--- src/rtl/shd_addr_pkg.sv ---
package shd_addr_pkg;
    localparam int OPC_W = 6;
    localparam logic [OPC_W-1:0] OP_ARLOAD = 6'h12;
    localparam logic [OPC_W-1:0] OP_LOOP   = 6'h29;

    typedef enum logic [1:0] {
        REL_NONE = 2'd0,
        REL_A0X  = 2'd1,
        REL_A0Y  = 2'd2,
        REL_CNT  = 2'd3
    } rel_sel_e;

    typedef enum logic [0:0] {
        LS_IDLE = 1'b0,
        LS_LOOP = 1'b1
    } loop_state_e;
endpackage

--- src/rtl/shd_f2i.sv ---
// Float (IEEE-754 single) to signed integer, truncating toward zero,
// saturating at the limits of an OUT_W-bit two's complement value.
module shd_f2i #(
    parameter int OUT_W = 8
) (
    input  logic [31:0]             f_i,
    output logic signed [OUT_W-1:0] i_o
);
    localparam int BIAS    = 127;
    localparam int SAT_EXP = BIAS + OUT_W - 1;   // magnitude >= 2^(OUT_W-1)
    localparam int FRAC_LSB_EXP = BIAS + 23;

    logic             sgn;
    logic [7:0]       ex;
    logic [23:0]      sig;
    logic [OUT_W-1:0] mag;

    always_comb begin
        sgn = f_i[31];
        ex  = f_i[30:23];
        sig = {1'b1, f_i[22:0]};
        mag = '0;
        if (int'(ex) >= SAT_EXP) begin
            i_o = sgn ? {1'b1, {(OUT_W-1){1'b0}}} : {1'b0, {(OUT_W-1){1'b1}}};
        end else if (int'(ex) < BIAS) begin
            i_o = '0;
        end else begin
            mag = OUT_W'(sig >> (FRAC_LSB_EXP - int'(ex)));
            i_o = sgn ? -mag : mag;
        end
    end
endmodule

--- src/rtl/shd_idx_calc.sv ---
// Effective register index: base number plus a selected signed offset,
// wrapping modulo the register-file size.
module shd_idx_calc import shd_addr_pkg::*; #(
    parameter int IDX_W = 7,
    parameter int AR_W  = 8
) (
    input  logic [IDX_W-1:0]       base_i,
    input  logic [1:0]             sel_i,
    input  logic signed [AR_W-1:0] a0x_i,
    input  logic signed [AR_W-1:0] a0y_i,
    input  logic signed [AR_W-1:0] cnt_i,
    output logic [IDX_W-1:0]       idx_o
);
    localparam int EXT_W = AR_W + IDX_W;

    logic [AR_W-1:0]  pick;
    logic [EXT_W-1:0] ext;

    always_comb begin
        unique case (rel_sel_e'(sel_i))
            REL_NONE: pick = '0;
            REL_A0X:  pick = a0x_i;
            REL_A0Y:  pick = a0y_i;
            REL_CNT:  pick = cnt_i;
            default:  pick = '0;
        endcase
        ext   = {{IDX_W{pick[AR_W-1]}}, pick};
        idx_o = base_i + ext[IDX_W-1:0];
    end
endmodule

--- src/rtl/shd_loop_ctl.sv ---
// Single-level counted loop controller with an inclusive upper bound.
module shd_loop_ctl import shd_addr_pkg::*; #(
    parameter int ADDR_W = 12,
    parameter int UNI_W  = 8,
    parameter int AR_W   = 8
) (
    input  logic              clk,
    input  logic              rst_n,
    input  logic              instr_valid_i,
    input  logic              is_loop_i,
    input  logic [ADDR_W-1:0] pc_i,
    input  logic [ADDR_W-1:0] end_addr_i,
    input  logic [UNI_W-1:0]  cnt_x_i,
    input  logic [UNI_W-1:0]  start_y_i,
    input  logic [UNI_W-1:0]  step_z_i,
    output logic [AR_W-1:0]   al_o,
    output logic              branch_o,
    output logic [ADDR_W-1:0] target_o,
    output logic              exit_o
);
    localparam int BND_W = UNI_W + 1;
    localparam int CNT_W = UNI_W + 2;

    loop_state_e       state_q, state_d;
    logic [CNT_W-1:0]  cnt_q, cnt_d;
    logic [BND_W-1:0]  bound_q, bound_d;
    logic [UNI_W-1:0]  step_q, step_d;
    logic [ADDR_W-1:0] top_q, top_d;
    logic [ADDR_W-1:0] end_q, end_d;
    logic              branch_d, exit_d;
    logic              enter, pass_end;

    assign enter    = instr_valid_i && is_loop_i;
    assign pass_end = instr_valid_i && !is_loop_i && (pc_i == end_q);

    // next-state and strobe decode
    always_comb begin
        state_d  = state_q;
        cnt_d    = cnt_q;
        bound_d  = bound_q;
        step_d   = step_q;
        top_d    = top_q;
        end_d    = end_q;
        branch_d = 1'b0;
        exit_d   = 1'b0;
        if (enter) begin
            // enter from LS_IDLE, restart from LS_LOOP
            cnt_d   = CNT_W'(start_y_i);
            bound_d = BND_W'(cnt_x_i) + BND_W'(start_y_i);
            step_d  = step_z_i;
            top_d   = pc_i + ADDR_W'(1);
            end_d   = end_addr_i;
            state_d = LS_LOOP;
        end else begin
            unique case (state_q)
                LS_IDLE: ;
                LS_LOOP: begin
                    if (pass_end) begin
                        cnt_d = cnt_q + CNT_W'(step_q);
                        if (cnt_d <= CNT_W'(bound_q)) begin
                            branch_d = 1'b1;         // repeat
                        end else begin
                            exit_d  = 1'b1;          // exit
                            state_d = LS_IDLE;
                        end
                    end
                end
                default: state_d = LS_IDLE;
            endcase
        end
    end

    // state register and loop data
    always_ff @(posedge clk) begin
        if (!rst_n) begin
            state_q <= LS_IDLE;
            cnt_q   <= '0;
            bound_q <= '0;
            step_q  <= '0;
            top_q   <= '0;
            end_q   <= '0;
        end else begin
            state_q <= state_d;
            cnt_q   <= cnt_d;
            bound_q <= bound_d;
            step_q  <= step_d;
            top_q   <= top_d;
            end_q   <= end_d;
        end
    end

    // registered strobes
    always_ff @(posedge clk) begin
        if (!rst_n) begin
            branch_o <= 1'b0;
            exit_o   <= 1'b0;
        end else begin
            branch_o <= branch_d;
            exit_o   <= exit_d;
        end
    end

    assign al_o     = cnt_q[AR_W-1:0];
    assign target_o = top_q;
endmodule

--- src/rtl/shd_addr_loop.sv ---
module shd_addr_loop import shd_addr_pkg::*; #(
    parameter int IDX_W  = 7,
    parameter int ADDR_W = 12,
    parameter int AR_W   = 8,
    parameter int UNI_W  = 8
) (
    input  logic                   clk,
    input  logic                   rst_n,
    input  logic                   instr_valid,
    input  logic [OPC_W-1:0]       opcode,
    input  logic [ADDR_W-1:0]      instr_pc,
    input  logic [31:0]            src_x,
    input  logic [31:0]            src_y,
    input  logic [IDX_W-1:0]       src_num,
    input  logic [1:0]             rel_sel,
    input  logic [3*UNI_W-1:0]     loop_uniform,
    input  logic [ADDR_W-1:0]      loop_end,
    output logic [IDX_W-1:0]       eff_idx,
    output logic signed [AR_W-1:0] a0x,
    output logic signed [AR_W-1:0] a0y,
    output logic signed [AR_W-1:0] al,
    output logic                   branch_back,
    output logic [ADDR_W-1:0]      branch_target,
    output logic                   fall_through
);
    localparam int NCOMP = 2;

    logic [31:0]            comp_f [NCOMP];
    logic signed [AR_W-1:0] comp_i [NCOMP];
    logic                   ld_ar;
    logic [AR_W-1:0]        al_raw;

    assign comp_f[0] = src_x;
    assign comp_f[1] = src_y;

    for (genvar g = 0; g < NCOMP; g++) begin : g_cvt
        shd_f2i #(.OUT_W(AR_W)) u_f2i (
            .f_i (comp_f[g]),
            .i_o (comp_i[g])
        );
    end

    assign ld_ar = instr_valid && (opcode == OP_ARLOAD);

    always_ff @(posedge clk) begin
        if (!rst_n) begin
            a0x <= '0;
            a0y <= '0;
        end else if (ld_ar) begin
            a0x <= comp_i[0];
            a0y <= comp_i[1];
        end
    end

    shd_loop_ctl #(.ADDR_W(ADDR_W), .UNI_W(UNI_W), .AR_W(AR_W)) u_loop (
        .clk           (clk),
        .rst_n         (rst_n),
        .instr_valid_i (instr_valid),
        .is_loop_i     (opcode == OP_LOOP),
        .pc_i          (instr_pc),
        .end_addr_i    (loop_end),
        .cnt_x_i       (loop_uniform[UNI_W-1:0]),
        .start_y_i     (loop_uniform[2*UNI_W-1:UNI_W]),
        .step_z_i      (loop_uniform[3*UNI_W-1:2*UNI_W]),
        .al_o          (al_raw),
        .branch_o      (branch_back),
        .target_o      (branch_target),
        .exit_o        (fall_through)
    );

    assign al = al_raw;

    shd_idx_calc #(.IDX_W(IDX_W), .AR_W(AR_W)) u_idx (
        .base_i (src_num),
        .sel_i  (rel_sel),
        .a0x_i  (a0x),
        .a0y_i  (a0y),
        .cnt_i  (al),
        .idx_o  (eff_idx)
    );
endmodule

--- config.mk ---
export PLATFORM = sky130hd
export DESIGN_NAME = shd_addr_loop
export DESIGN_NICKNAME = d
export VERILOG_FILES = /design/src/rtl/shd_addr_pkg.sv /design/src/rtl/shd_f2i.sv /design/src/rtl/shd_idx_calc.sv /design/src/rtl/shd_loop_ctl.sv /design/src/rtl/shd_addr_loop.sv
export SDC_FILE = /design/constraint.sdc
export NUM_CORES = 1
export LEC_CHECK = 0
export ABC_CLOCK_PERIOD_IN_PS = 7200
export CAP_MARGIN = 20
export CORE_ASPECT_RATIO = 0.8
export CORE_MARGIN = 3
export CORE_UTILIZATION = 35
export DETAILED_ROUTE_END_ITERATION = 10
export HOLD_SLACK_MARGIN = 0.08
export PLACE_DENSITY = 0.6
export REMOVE_ABC_BUFFERS = 1
export SLEW_MARGIN = 20
export SYNTH_ARGS = -nofsm -noshare
export SYNTH_HDL_FRONTEND = slang
export SYNTH_SLANG_ARGS = --single-unit
--- constraint.sdc ---
create_clock -name clk -period 7.2 [get_ports clk]
set_input_delay 1.44 -clock clk [delete_from_list [all_inputs] [get_ports clk]]
set_output_delay 1.44 -clock clk [all_outputs]
set_load 0.005 [all_outputs]
==> results of run 1 <==
## area by class of cell
| cell class | count | area share [%] |
|---|---|---|
| repair buffers | 178 | 18.8 |
| inverters | 45 | 1.80 |
| diodes | 1 | 0.0267 |
| flip-flops and latches | 70 | 15.0 |
| multi-input cells | 724 | 57.3 |
| clock inverters | 5 | 0.869 |
| well taps | 264 | 3.53 |
| clock buffers | 11 | 2.70 |
## power breakdown
| group | internal [mW] | switching, mW |
|---|---|---|
| sequential | 0.390 | 0.00168 |
| clock | 0.322 | 0.169 |
| combinational | 0.199 | 0.198 |
## cells in the final DEF, fill, tap and decap left out, drive strengths merged, types with 6 or more instances in the layout
cell           synthesis  routed
xor2                  19      19
dfxtp                 70      70
mux2i                 19      19
o21bai                 6       6
clkbuf                37      11
nor2                  60      60
a21boi                30      30
mux2                  17      17
inv                   45      45
xnor2                 40      40
a22oi                  7       7
buf                   25       6
nand3                 15      15
mux4                  29      29
and2                  14      14
nand2                118     118
o21ai                 52      52
a211oi                11      11
and3                   9       9
or3                    8       8
nand2b                 7       7
a22o                   8       8
ha                    38      38
a21o                   6       6
o31ai                  6       6
nand4                  7       7
clkdlybuf4s50          0     172
o21a                   6       6
nor3                  17      17
o211a                 14      14
a21oi                 54      54
nor2b                 12      12
nor4                   6       6
## worst min-delay path by stage
stage	startpoint	to	slack (ps)	cells after the start
2_1_floorplan	u_loop.bound_q[2]	u_loop.bound_q[2]	440	2
3_3_place_gp	u_loop.bound_q[2]	u_loop.bound_q[2]	460	2
3_5_place_dp	u_loop.bound_q[2]	u_loop.bound_q[2]	460	2
4_1_cts	u_loop.bound_q[2]	u_loop.bound_q[2]	470	2
5_1_grt	u_loop.end_q[9]	u_loop.end_q[9]	500	2
6_report	u_loop.bound_q[2]	u_loop.bound_q[2]	470	2
## cell usage after synthesis (11+ instances only)
master    instances
nand2_1         118
dfxtp_1          70
nor2_1           60
a21oi_1          54
o21ai_0          51
inv_1            44
xnor2_1          39
ha_1             38
clkbuf_1         37
a21boi_0         30
mux4_2           29
mux2i_1          19
xor2_1           19
mux2_2           17
nor3_1           17
nand3_1          15
and2_1           14
o211a_1          14
nor2b_1          12
a211oi_1         11
buf_4            11
## metal layers
metal	GRT usage [%]	routed length, µm	vias to the layer above
li1	-	-	3583
met1	27.8	10600	3276
met2	29.5	9490	219
met3	3.25	1240	21
met4	3.57	337	0
met5	0	0	-
## metrics by stage
| step | utilization (%) | std cells |
|---|---|---|
| after floorplan | - | 839 |
| after global placement | 45.1 | 1281 |
| after detailed placement | 45.1 | 1281 |
| after CTS | 46.7 | 1297 |
| after global routing | 46.8 | 1298 |
| final | 46.8 | 1298 |
## logic make-up after synthesis
family | Yosys count | synth area share (%)
compound gates | 262 | 25.4
xor+xnor | 59 | 7.25
fa+ha+maj | 41 | 7.40
buf+inv | 107 | 6.45
flops | 70 | 19.4
mux | 65 | 14.3
simple gates | 297 | 19.8
## state kept, by name, indices dropped and copies added, names as in the netlist
register         cells
u_loop.end_q        12
u_loop.target_o     12
u_loop.cnt_q        10
u_loop.bound_q       9
a0x                  8
a0y                  8
u_loop.step_q        8
u_loop.branch_o      1
u_loop.exit_o        1
u_loop.state_q       1
## worst max-delay path, stage by stage
cell             delay [ps]
clkdlybuf4s50_1         660
nor2b_1                 440
a22o_1                  220
ha_1                    170
inv_1                    60
fa_1                    400
inv_1                    80
a21oi_1                  60
o21bai_1                190
a21o_1                  150
a21oi_1                  70
xnor2_1                 140
clkdlybuf4s50_1         540
==> out/qor.yml, run 1 <==
status: "finished clean"
grt_pass1_wl_um: 35400
die_w_um: 167
hold_class: "reg2reg"
rrSetupSlack_ps: 3540
first_global_vias: 6723
syn_inst: 901
io_buffers: 174
post-route-period-util_pct: 84.2
syn-cell-area_um2: 7230
grt_max_degree: 69
preCtsSetupSlack_ps: 1130
drive_above_1_share_pct: 7.94
grtUsageTotal_pct: 18.9
synth_area_leaders: "dfxtp_1 (19%), mux4_2 (9.0%), ha_1 (6.6%)"
die_area_um2: 22400
drc: 0
fill_cells: 1960
cp.arrival_ps: 4620
register_area_um2: 1400
ys_warn_count: 0
routed_wl_um: 21700
peakVddDrop_mv: 0.115
fin_nets: 1199
synth_edf_count: 0
netlist.area_leader.share_pct: 19.4
path_class: "in2out"
grt.overflow.total: 0
worstPathMaxFanout: 8
clock_latency_ps: 330
vias: 7099
synth.distinct_cells: 80
postPlaceCellArea_um2: 9030
finalInstanceArea_um2: 9360
synth-async-reset-ratio_pct: 0
setup-tns-final_ps: 0
dr.first_iter.drc_count: 380
powerDensity_nw_per_um2: 137
io_pins: 175
cts_resized: 0
setup_viol_count_final: 0
leakage_nw: 3.67
cts_tree: "built"
clk_pin_slew_worst_paths_ps: 60
setup_ws_ps: 1140
die_h_um: 135
power_mw: 1.28
reg2reg_depth: 17
finalClockSkew_ps: 4.66
worst_slew_pin_slew_ps: 1090
syn_to_final_growth_pct: 29.5
r2r_end: "u_loop.state_q"
avgSynthCellArea_um2: 8.03
drv_cap: 0
cts_buffers: 9
end_kind: "output pin"
coreArea_um2: 20000
slew_headroom_pct: 27.4
hpwl_um: 17300
rsz0062_at_grt: "no"
drv_slew: 0
multiInputGateArea_um2: 5370
drtPass1Iterations: 5
hold_viol: 0
place_congestion: 0.982
period_needed_ps: 6060
r2r-start: "u_loop.cnt_q[0]"
num_rows: 46
yosys.area.top_type: "dfxtp_1"
postCtsSetupRepairBufs: 0
ant_nets: 0
synth-seq-area-share_pct: 19.4
root_buffer: "clkbuf_16"
synth-seq-cells: 70
start_util_pct: 36.1
clock-sinks: 70
hold_ws_ps: 467
clock_path_buffers: 2
cts_hold_buf: 0
crit_path_end: "eff_idx[6]"
vias_per_cell: 5.47
timing.fmax_mhz: 165
avgRoutedWirePerCell_um: 16.7
antenna_found_initial: 1
crit_start: "rel_sel[0]"
htree_levels: 3
synth_flop_cell: "dfxtp_1"
worst_ep_required_time_ps: 5760
startpoint_type: "primary input"
Power figures use the tool's default switching activity.
==> inputs of run 2 (changes only) <==
- ABC_CLOCK_PERIOD_IN_PS: 7200 -> 6350
- clock period: 7.2 -> 6.35 ns (I/O delays scaled with it)
==> out/qor.yml, run 2 (synthesis results as in run 1) <==
hold_ws_ps: 468  # +1.63 ps
cts_resized: 0  # unchanged
postCtsSetupRepairBufs: 0  # unchanged
routed_wl_um: 21800  # +0.71%
root_buffer: "clkbuf_16"
final_cell_mix: "clkdlybuf4s50_1 (172), nand2_1 (118), dfxtp_1 (70), nor2_1 (60), a21oi_1 (54)"
hpwl_um: 17400  # +0.95%
num_rows: 46  # unchanged
preCtsSetupSlack_ps: 600  # -533 ps
cts_hold_buf: 0  # unchanged
die_area_um2: 22400  # unchanged
start_util_pct: 36.1  # unchanged
setup-tns-final_ps: 0  # unchanged
finalInstanceArea_um2: 9350  # -0.12%
end_kind: "output pin"
die_h_um: 135  # unchanged
slew_headroom_pct: 41.0  # +14 points
drive_above_1_share_pct: 7.93  # about the same
cts_tree: "built"
reg2reg_depth: 17  # unchanged
io_buffers: 174  # unchanged
clock-sinks: 70  # unchanged
startpoint_type: "primary input"
setup_viol_count_final: 0  # unchanged
worstPathMaxFanout: 8  # unchanged
io_pins: 175  # unchanged
status: "finished clean"
r2r_end: "u_loop.state_q"
finalClockSkew_ps: 6.21  # +1.55 ps
final_common_cell: "clkdlybuf4s50_1"
timing.fmax_mhz: 174
vias_per_cell: 5.49  # +0.37%
cp_slowest_stage_delay_ps: 660  # about the same
dr.first_iter.drc_count: 401  # +5.5%
crit_chain: "clkdlybuf4s50_1 > nor2b_1 > a22o_1 > ha_1 > inv_1 > fa_1 > inv_1 > a21oi_1 > o21bai_1 > a21o_1 > a21oi_1 > xnor2_1 > clkdlybuf4s50_1"
worst_ep_required_time_ps: 5080  # -680 ps
cp.arrival_ps: 4490  # -130 ps
hold_class: "reg2reg"
drtPass1Iterations: 5  # unchanged
setup_ws_ps: 587  # -554 ps
postPlaceCellArea_um2: 9030  # about the same
whs_endpoint: "u_loop.target_o[1]"
r2r-start: "u_loop.cnt_q[0]"
grt.overflow.total: 0  # unchanged
avgRoutedWirePerCell_um: 16.8  # +0.63%
drv_slew: 0  # unchanged
leakage_nw: 3.67  # -0.12%
cts_buffers: 9  # unchanged
clock_latency_ps: 330  # about the same
stdcell_count: 1299  # +0.077%
first_global_vias: 6786  # +0.94%
path_class: "in2out"
clock_path_buffers: 2  # unchanged
whs_path_depth: 2  # unchanged
period_needed_ps: 5760
rrSetupSlack_ps: 2580  # -960 ps
syn_to_final_growth_pct: 29.3
drv_cap: 0  # unchanged
rsz0062_at_grt: "no"
fin_nets: 1200  # +0.083%
fin_util_pct: 46.7  # -0.056 points
grt_pass1_wl_um: 35300  # -0.41%
antenna_found_initial: 1  # unchanged
power_mw: 1.43  # +12%
htree_levels: 3  # unchanged
vias: 7131  # +0.45%
cp_slowest_cell: "clkdlybuf4s50_1"
hp-start: "u_loop.target_o[1]"
dp.cells: 1282  # +0.078%
hold_viol: 0  # unchanged
grt_max_degree: 43  # -38%
ant_nets: 0  # unchanged
powerDensity_nw_per_um2: 153  # +12%
place_congestion: 0.914  # -6.9%
grtUsageTotal_pct: 18.9  # about the same
coreArea_um2: 20000  # unchanged
die_w_um: 167  # unchanged
clk_pin_slew_worst_paths_ps: 60  # about the same
peakVddDrop_mv: 0.110  # -4.7%
worst_slew_pin_slew_ps: 885  # -204 ps
drc: 0  # unchanged
post-route-period-util_pct: 90.8
run 2: changes by cell type in the layout (fill, tap and decap cells not counted):
cell and delta:
clkbuf_8 -2, buf_4 +1, clkbuf_1 +1, clkinv_2 +1
run 2: area by class of cell:
type	instances	area, µm²
fillers	1982	10700
multi-input cells	724	5370
repair buffers	179	1770
flip-flops and latches	70	1400
well taps	264	330
clock buffers	10	229
inverters	45	169
clock inverters	6	86.3
diodes	1	2.50
run 2: routing by layer:
metal | wire length [µm] | up-vias | share of wire (%) | track usage, %
met5 | 0 | - | 0 | 0
met4 | 422 | 0 | 1.9 | 4.49
met3 | 1230 | 23 | 5.6 | 3.75
met2 | 9580 | 223 | 44 | 29.4
met1 | 10600 | 3311 | 48 | 27.2
li1 | - | 3574 | - | -
run 2: worst max-delay path by stage:
stage               start         end
2_1_floorplan   src_x[23]      a0x[4]
3_3_place_gp   rel_sel[0]  eff_idx[6]
3_5_place_dp   rel_sel[0]  eff_idx[6]
4_1_cts        rel_sel[0]  eff_idx[6]
5_1_grt        rel_sel[0]  eff_idx[6]
6_report       rel_sel[0]  eff_idx[6]
run 2: power by group:
group	total (mW)	switching (mW)	internal (mW)
clock	0.535	0.192	0.343
sequential	0.444	0.00192	0.442
combinational	0.451	0.225	0.226
run 2: critical path: cells and delay by family:
family | cells | cell delay (ps)
AO/OA/AOI/OAI | 5 | 710
XOR/XNOR | 1 | 150
adder cells (fa/ha/maj) | 2 | 570
buffers and inverters | 4 | 1320
AND/OR/NAND/NOR | 1 | 470
==> inputs of run 3 (changes only) <==
- ABC_CLOCK_PERIOD_IN_PS: 6350 -> 5800
- clock period: 6.35 -> 5.8 ns (I/O delays scaled with it)
==> out/qor.yml, run 3 (synthesis results as in run 1) <==
reg2reg_depth: 17  # unchanged
clock_latency_ps: 340  # about the same
leakage_nw: 3.68  # +0.26%
hold_viol: 0  # unchanged
fin_nets: 1202  # +0.17%
cp_slowest_cell: "clkdlybuf4s50_1"
whs_endpoint: "u_loop.target_o[1]"
hp-start: "u_loop.target_o[1]"
postPlaceCellArea_um2: 9050  # +0.17%
timing.fmax_mhz: 181
die_w_um: 167  # unchanged
num_rows: 46  # unchanged
cts_hold_buf: 0  # unchanged
clock-sinks: 70  # unchanged
fill_cells: 1983  # +0.050%
preCtsSetupSlack_ps: 264  # -336 ps
drive_above_1_share_pct: 8.11  # +0.18 points
path_class: "in2out"
finalInstanceArea_um2: 9370  # +0.13%
dr.first_iter.drc_count: 350  # -13%
status: "finished clean"
cp_slowest_stage_delay_ps: 660  # about the same
first_global_vias: 6755  # -0.46%
r2r-start: "u_loop.cnt_q[0]"
worstPathMaxFanout: 8  # unchanged
power_mw: 1.57  # +9.7%
drtPass1Iterations: 7  # +2
drc: 0  # unchanged
grtUsageTotal_pct: 18.6  # -0.31 points
die_area_um2: 22400  # unchanged
clock_path_buffers: 2  # unchanged
cp.arrival_ps: 4360  # -130 ps
r2r_end: "u_loop.state_q"
path_delay_family: "buffers and inverters"
startpoint_type: "primary input"
start_util_pct: 36.1  # unchanged
hold_class: "reg2reg"
slew_headroom_pct: 52.4  # +11 points
finalClockSkew_ps: 5.60  # -0.610 ps
setup_viol_count_final: 0  # unchanged
grt.overflow.total: 0  # unchanged
cts_resized: 0  # unchanged
setup-tns-final_ps: 0  # unchanged
antenna_found_initial: 0  # -1
grt_max_degree: 40  # -7.0%
cts_buffers: 9  # unchanged
register_area_um2: 1400  # unchanged
period_needed_ps: 5520
peakVddDrop_mv: 0.126  # +15%
antenna_cells: 0  # -1
worst_ep_required_time_ps: 4640  # -440 ps
htree_levels: 3  # unchanged
worst_slew_pin_slew_ps: 711  # -174 ps
clk_pin_slew_worst_paths_ps: 60  # about the same
final_common_cell: "clkdlybuf4s50_1"
rsz0062_at_grt: "no"
drv_slew: 0  # unchanged
drv_cap: 0  # unchanged
syn_to_final_growth_pct: 29.5
root_buffer: "clkbuf_16"
powerDensity_nw_per_um2: 167  # +9.6%
postCtsSetupRepairBufs: 0  # unchanged
io_pins: 175  # unchanged
io_buffers: 174  # unchanged
coreArea_um2: 20000  # unchanged
post-route-period-util_pct: 95.1
ant_nets: 0  # unchanged
vias: 7230  # +1.4%
multiInputGateArea_um2: 5370  # unchanged
final_cell_mix: "clkdlybuf4s50_1 (172), nand2_1 (118), dfxtp_1 (70), nor2_1 (60), a21oi_1 (54)"
routed_wl_um: 21700  # -0.48%
place_congestion: 0.934  # +2.2%
cts_tree: "built"
setup_ws_ps: 283  # -304 ps
crit_chain: "clkdlybuf4s50_1 > nor2b_1 > a22o_1 > ha_1 > inv_1 > fa_1 > inv_1 > a21oi_1 > o21bai_1 > a21o_1 > a21oi_1 > xnor2_1 > clkdlybuf4s50_1"
avgRoutedWirePerCell_um: 16.7  # -0.55%
rrSetupSlack_ps: 2060  # -520 ps
crit_buf_inv: 4  # unchanged
die_h_um: 135  # unchanged
vias_per_cell: 5.56  # +1.3%
whs_path_depth: 2  # unchanged
hpwl_um: 17300  # -0.71%
end_kind: "output pin"
grt_pass1_wl_um: 34800  # -1.3%
## run 3: layout make-up
cell class / instances / area share, %
Clock buffer: 10 / 2.44
Clock inverter: 6 / 0.922
Timing Repair Buffer: 181 / 19.1
Tap cell: 264 / 3.53
Inverter: 45 / 1.80
Sequential cell: 70 / 15.0
Multi-Input combinational cell: 724 / 57.3
## run 3: metrics by stage
step	std cells	utilization [%]	hold slack, ps
after global placement	1284	45.2	453
after detailed placement	1284	45.2	460
after floorplan	839	-	441
after CTS	1300	46.8	468
final	1300	46.8	467
after global routing	1300	46.8	489
## run 3: worst max-delay path by stage
stage                from    endpoint  slack, ps  depth (start not counted)
4_1_cts        rel_sel[0]  eff_idx[6]        250                         13
6_report       rel_sel[0]  eff_idx[6]        280                         13
3_3_place_gp   rel_sel[0]  eff_idx[6]        370                         13
2_1_floorplan   src_x[23]      a0x[4]       1630                         13
3_5_place_dp   rel_sel[0]  eff_idx[6]        260                         13
5_1_grt        rel_sel[0]  eff_idx[6]         40                         13
## run 3: report_power, final
group          leakage, nW  internal, mW  switching, mW
clock                0.152         0.376          0.211
combinational         2.96         0.248          0.248
sequential           0.564         0.484        0.00208
## run 3: per-layer routing
layer | global-route usage, % | vias up | share of wire (%)
met1 | 27.1 | 3382 | 48
met4 | 4.58 | 0 | 2.3
li1 | - | 3567 | -
met5 | 0 | - | 0
met3 | 3.25 | 28 | 6.4
met2 | 28.8 | 253 | 43
## run 3: worst min-delay path, delay by kind of cell, from the launching register on
kind | cells | cell delay, ps
AO/OA/AOI/OAI | 1 | 60
AND/OR/NAND/NOR | 1 | 50
flip-flops | 1 | 310
